File: config.mk
export PLATFORM = sky130hd
export DESIGN_NAME = cx_expand
export DESIGN_NICKNAME = d
export VERILOG_FILES = /design/src/rtl/cx_pkg.sv /design/src/rtl/cx_classify.sv /design/src/rtl/cx_prereq.sv /design/src/rtl/cx_encode.sv /design/src/rtl/cx_expand.sv
export SDC_FILE = /design/constraint.sdc
export NUM_CORES = 1
export LEC_CHECK = 0
export ABC_CLOCK_PERIOD_IN_PS = 800
export BUFFER_PORTS_ARGS = -buffer_cell sky130_fd_sc_hd__buf_2
export CORE_ASPECT_RATIO = 1.75
export CORE_MARGIN = 2
export CORE_UTILIZATION = 45
export CTS_CLUSTER_SIZE = 20
export DETAILED_ROUTE_END_ITERATION = 7
export PLACE_DENSITY = 0.85
export SYNTH_ARGS = -nofsm -noshare
export SYNTH_HDL_FRONTEND = slang
export SYNTH_SLANG_ARGS = --single-unit
File: constraint.sdc
create_clock -name clk -period 0.8 [get_ports clk]
set_input_delay 0 -clock clk [delete_from_list [all_inputs] [get_ports clk]]
set_output_delay 0 -clock clk [all_outputs]
set_load 0.03 [all_outputs]
File: src/rtl/cx_pkg.sv
package cx_pkg;
   typedef enum logic [3:0] {
      CX_NONE, CX_LBU, CX_LHU, CX_LH, CX_SB, CX_SH,
      CX_ZEXTB, CX_SEXTB, CX_ZEXTH, CX_SEXTH, CX_ZEXTW,
      CX_NOT, CX_MUL, CX_RSVD
   } cx_op_e;

   localparam logic [2:0] CX_PREFIX = 3'b100;
   localparam logic [2:0] CX_ALUGRP = 3'b111;
   localparam logic [6:0] OPC_LOAD  = 7'b0000011;
   localparam logic [6:0] OPC_STORE = 7'b0100011;
   localparam logic [6:0] OPC_OPIMM = 7'b0010011;
   localparam logic [6:0] OPC_OP    = 7'b0110011;
   localparam logic [6:0] OPC_OP32  = 7'b0111011;
endpackage

File: src/rtl/cx_classify.sv
module cx_classify
   import cx_pkg::*;
(
   input  logic [5:0] c_hi,   // bits 15:10
   input  logic [6:0] c_lo,   // bits 6:0
   input  logic       en_cb,
   output cx_op_e     op
);
   logic [2:0] prefix, minor, sel;
   logic [1:0] quad, kind;
   logic       b6;

   assign prefix = c_hi[5:3];
   assign minor  = c_hi[2:0];
   assign b6     = c_lo[6];
   assign kind   = c_lo[6:5];
   assign sel    = c_lo[4:2];
   assign quad   = c_lo[1:0];

   always_comb begin
      op = CX_NONE;
      if (en_cb && prefix == CX_PREFIX) begin
         if (quad == 2'b00) begin
            case (minor)
               3'b000:  op = CX_LBU;
               3'b001:  op = b6 ? CX_LH : CX_LHU;
               3'b010:  op = CX_SB;
               3'b011:  op = b6 ? CX_NONE : CX_SH;
               default: op = CX_NONE;
            endcase
         end else if (quad == 2'b01 && minor == CX_ALUGRP) begin
            if (kind == 2'b10) begin
               op = CX_MUL;
            end else if (kind == 2'b11) begin
               case (sel)
                  3'b000:  op = CX_ZEXTB;
                  3'b001:  op = CX_SEXTB;
                  3'b010:  op = CX_ZEXTH;
                  3'b011:  op = CX_SEXTH;
                  3'b100:  op = CX_ZEXTW;
                  3'b101:  op = CX_NOT;
                  default: op = CX_RSVD;
               endcase
            end
         end
      end
   end
endmodule

File: src/rtl/cx_prereq.sv
module cx_prereq
   import cx_pkg::*;
(
   input  cx_op_e op,
   input  logic   en_bitmanip,
   input  logic   en_addrgen,
   input  logic   en_mul,
   input  logic   en_mulonly,
   input  logic   xlen64,
   output logic   hit,
   output logic   illegal
);
   logic granted;

   always_comb begin
      case (op)
         CX_SEXTB, CX_ZEXTH, CX_SEXTH: granted = en_bitmanip;
         CX_ZEXTW:                     granted = en_addrgen & xlen64;
         CX_MUL:                       granted = en_mul | en_mulonly;
         CX_RSVD, CX_NONE:             granted = 1'b0;
         default:                      granted = 1'b1;
      endcase
   end

   assign hit     = (op != CX_NONE);
   assign illegal = hit & ~granted;
endmodule

File: src/rtl/cx_encode.sv
module cx_encode
   import cx_pkg::*;
#(
   parameter int RW       = 5,
   parameter int CREG_OFS = 8,
   parameter int W_W      = 32
) (
   input  cx_op_e           op,
   input  logic [7:0]       c_mid,  // bits 9:2
   input  logic             xlen64,
   output logic [W_W-1:0]   word
);
   localparam int IMM_W = 12;

   function automatic logic [RW-1:0] creg(input logic [2:0] f);
      return RW'(CREG_OFS) + RW'(f);
   endfunction

   logic [RW-1:0]    ra, rb;
   logic [IMM_W-1:0] imm_b, imm_h;

   assign ra    = creg(c_mid[7:5]);
   assign rb    = creg(c_mid[2:0]);
   assign imm_b = {{(IMM_W-2){1'b0}}, c_mid[3], c_mid[4]};
   assign imm_h = {{(IMM_W-2){1'b0}}, c_mid[3], 1'b0};

   always_comb begin
      word = '0;
      case (op)
         CX_LBU:   word = {imm_b, ra, 3'b100, rb, OPC_LOAD};
         CX_LHU:   word = {imm_h, ra, 3'b101, rb, OPC_LOAD};
         CX_LH:    word = {imm_h, ra, 3'b001, rb, OPC_LOAD};
         CX_SB:    word = {imm_b[11:5], rb, ra, 3'b000, imm_b[4:0], OPC_STORE};
         CX_SH:    word = {imm_h[11:5], rb, ra, 3'b001, imm_h[4:0], OPC_STORE};
         CX_ZEXTB: word = {12'h0FF, ra, 3'b111, ra, OPC_OPIMM};
         CX_NOT:   word = {12'hFFF, ra, 3'b100, ra, OPC_OPIMM};
         CX_SEXTB: word = {12'h604, ra, 3'b001, ra, OPC_OPIMM};
         CX_SEXTH: word = {12'h605, ra, 3'b001, ra, OPC_OPIMM};
         CX_ZEXTH: word = {7'b0000100, 5'd0, ra, 3'b100, ra,
                           (xlen64 ? OPC_OP32 : OPC_OP)};
         CX_ZEXTW: word = {7'b0000100, 5'd0, ra, 3'b000, ra, OPC_OP32};
         CX_MUL:   word = {7'b0000001, rb, ra, 3'b000, ra, OPC_OP};
         default:  word = '0;
      endcase
   end
endmodule

File: src/rtl/cx_expand.sv
module cx_expand
   import cx_pkg::*;
#(
   parameter int C_W       = 16,
   parameter int W_W       = 32,
   parameter int RW        = 5,
   parameter int CREG_OFS  = 8,
   parameter bit REG_STAGE = 1'b1
) (
   input  logic           clk,
   input  logic           rst_n,
   input  logic [C_W-1:0] cinsn,
   input  logic           en_cb,
   input  logic           en_bitmanip,
   input  logic           en_addrgen,
   input  logic           en_mul,
   input  logic           en_mulonly,
   input  logic           xlen64,
   output logic [W_W-1:0] xinsn,
   output logic           hit,
   output logic           illegal
);
   localparam int NREG = 1 << RW;

   if (C_W != 16) begin : g_cw_bad
      $error("cx_expand: C_W must be 16");
   end
   if (W_W != 32) begin : g_ww_bad
      $error("cx_expand: W_W must be 32");
   end
   if (CREG_OFS + 8 > NREG) begin : g_ofs_bad
      $error("cx_expand: compressed register window exceeds register file");
   end

   cx_op_e         op;
   logic [W_W-1:0] word_raw, word_nx;
   logic           hit_nx, ill_nx;

   cx_classify u_cls (
      .c_hi  (cinsn[15:10]),
      .c_lo  (cinsn[6:0]),
      .en_cb (en_cb),
      .op    (op)
   );

   cx_prereq u_pre (
      .op          (op),
      .en_bitmanip (en_bitmanip),
      .en_addrgen  (en_addrgen),
      .en_mul      (en_mul),
      .en_mulonly  (en_mulonly),
      .xlen64      (xlen64),
      .hit         (hit_nx),
      .illegal     (ill_nx)
   );

   cx_encode #(.RW(RW), .CREG_OFS(CREG_OFS), .W_W(W_W)) u_enc (
      .op     (op),
      .c_mid  (cinsn[9:2]),
      .xlen64 (xlen64),
      .word   (word_raw)
   );

   assign word_nx = (hit_nx && !ill_nx) ? word_raw : '0;

   if (REG_STAGE) begin : g_reg
      always_ff @(posedge clk or negedge rst_n) begin
         if (!rst_n) begin
            xinsn   <= '0;
            hit     <= 1'b0;
            illegal <= 1'b0;
         end else begin
            xinsn   <= word_nx;
            hit     <= hit_nx;
            illegal <= ill_nx;
         end
      end
   end else begin : g_comb
      assign xinsn   = word_nx;
      assign hit     = hit_nx;
      assign illegal = ill_nx;
   end
endmodule

==> results.toml <==
[setup_path]
crit_type = "input port to flop"
crit_arrival_ns = 1.84
cp-start-kind = "input port"
cp-endpoint = "illegal"
worstPathRequired_ns = 1.02
crit_fanout = 6
end_kind = "flop"
cp-startpoint = "cinsn[1]"

[global_routing]
grt_max_degree = 26
overflow = 0
grtUsageTotal_pct = 39.0
grt_pass1_wl_um = 12000
antenna_found_initial = 0
first_global_vias = 2353

[outcome]
violations = "negative setup slack"
run_status = "complete, but fails checks"

[synth]
synth_cells = 183
syn_area_mm2 = 0.00166
synth-seq-area-share_pct = 37.7
synth_common_cells = "dfrtp_1, a21oi_1, nand2_1, buf_4, nor2_1"
async_reset_ff_share_pct = 100
synth_top_area_cell = "dfrtp_1"
synth-edff-count = 0
avgSynthCellArea_um2 = 9.07
synthFlopType = "dfrtp_1"
synth_most_common_cell = "dfrtp_1"
yosys-top-cells-area = "dfrtp_1, buf_4, a21oi_1, a22oi_1, nand2_1"
yosysUniqueCellTypes = 58
yosys_register_bits = 25
ys_warn_count = 0
yosysTopAreaCellShare_pct = 37.7

[layout]
drive_above_1_share_pct = 67.2
n_antenna_cell = 0
nNetsFinal = 333
area_delta_synth_final_pct = 93.9

[placed_design]
dp_slack_ns = -1.03
place.gp.congestion = 0.973
port_buffers = 53
hpwl_um = 4080

[sta]
period_share_pct = 203
fmax_mhz = 616
min_period_ns = 1.62
setup_viol = 55
relSlewSlack_pct = 63.7
hold_viol_final = 0
rsz0062_at_grt = "true"
fin_tns_setup_ns = -18.66
slew_viol_final = 0
worst_slack_ns = -0.824
tightest_slew_ns = 0.544

[detailed_routing]
drc = 0
met1Wirelength_um = 2840
routed_via_density = 6.95
routed-wl-met2_um = 4840
wl_met3_um = 831
dr_total_vias = 2461
dr.max_layer_used = "met4"
drt_iter0_markers = 169
first_pass_iters = 5
avgRoutedWirePerCell_um = 27.9
drt_wl_total_um = 9860
ant_nets = 0

[clock_tree]
ctsLongestPathBuffers = 2
root_buffer = "clkbuf_8"
cts_tree = "done"
numCtsBuffers = 3
cts.clk_slew.worst_paths_ns = 0.08
cts-htree-levels = 1
clkSinkCount = 25

[power]
clockPowerShare_pct = 28.9
pwr-share-comb_pct = 24.9
peakVddDrop_uv = 896
netSwitchingFraction_pct = 29.9
power_density_mw_per_mm2 = 849
p_seq_share_pct = 46.3
internal_power_mw = 1.92
finalPower_mw = 2.73
power_switching_uw = 817
leakage_nw = 1.43

[floorplan]
die_x_um = 49.9
die_h_um = 84.4
io_pins = 58
row_count = 29
initial_core_util_pct = 46.2
coreArea_mm2 = 0.00359
die_area_mm2 = 0.00421

[job]
maxCapViolations = 0

[min_path]
hold_path_class = "input port to flop"
[state kept, by name (all words and copies together) (netlist names)]
| name | count |
|---|---|
| illegal | 1 |
| hit | 1 |
| xinsn | 23 |
[worst min-delay path by stage]
stage              from   endpoint  slack [ns]  cells after the start
4_1_cts        cinsn[7]  xinsn[15]        0.01                      2
6_report       cinsn[7]  xinsn[15]        0.03                      2
5_1_grt        cinsn[7]  xinsn[15]        0.02                      2
2_1_floorplan     rst_n        hit       -0.30                      0
3_3_place_gp      rst_n        hit       -0.02                      1
3_5_place_dp      rst_n  xinsn[23]       -0.01                      1
[power by group through the flow]
stage	logic (mW)	registers, mW	clock network (mW)
2_1_floorplan	0.212	1.29	0
3_3_place_gp	0.445	1.29	0
3_5_place_dp	0.458	1.29	0
4_1_cts	0.561	1.26	0.705
5_1_grt	0.698	1.27	0.841
6_report	0.680	1.27	0.789
[placed cells by master, fill, tap and decap left out, types with 4 or more instances in the layout]
master,instances
buf_6,45
buf_8,4
buf_4,70
a21oi_4,4
buf_2,17
conb_1,4
nor3_1,4
nand3_1,6
a21oi_2,9
a21oi_1,4
a22oi_2,5
nor2_4,4
nand2_1,13
o21ai_0,4
dfrtp_1,25
nor2_1,5
[layer usage]
metal,track usage [%],vias up
met1,33.4,1121
met4,37.6,0
met2,68.2,272
met5,0,-
li1,-,936
met3,11.0,132
[critical path, stage by stage]
cell and delay (ns):
buf_8 0.11, nand4b_1 0.19, buf_4 0.17, or3_4 0.39, buf_6 0.15, a21oi_4 0.18, nand3_2 0.14, o211ai_4 0.14
buf_6 0.18, and3_1 0.18
[through the flow]
step           hold slack, ns  area, µm²  util [%]  std cells
2_1_floorplan          -0.296       1770         -        186
3_3_place_gp          -0.0180       2390      66.4        325
3_5_place_dp          -0.0104       2390      66.4        325
4_1_cts                0.0143       2900      80.7        346
5_1_grt                0.0178       3220      89.6        354
6_report               0.0347       3220      89.6        354
[repair_timing]
action | 4_1_cts | 5_1_grt
buffers inserted | 14 | 10
hold buffers | 1 | 0
resized for setup | 84 | 82
hold endpoints to repair | 25 | 0
pin swaps | 10 | 23
endpoints found under the setup margin | 41 | 54
cloned | 3 | 1
[cell families after synthesis]
kind of cell | synth area share (%)
AND/OR/NAND/NOR | 23.3
buffers and inverters | 8.44
XOR/XNOR | 1.06
AO/OA/AOI/OAI | 27.4
flip-flops | 37.7
adder cells (fa/ha/maj) | 0.603
other | 0.226
multiplexers | 1.28
[final cells by class]
| type | count | area, µm² |
|---|---|---|
| Clock buffer | 3 | 41.3 |
| Clock inverter | 1 | 5.00 |
| Fill cell | 128 | 373 |
| Inverter | 3 | 11.3 |
| Multi-Input combinational cell | 137 | 1250 |
| Sequential cell | 25 | 626 |
| Tap cell | 46 | 57.6 |
| Timing Repair Buffer | 139 | 1230 |
No activity file was read; power rests on OpenSTA's default activity.
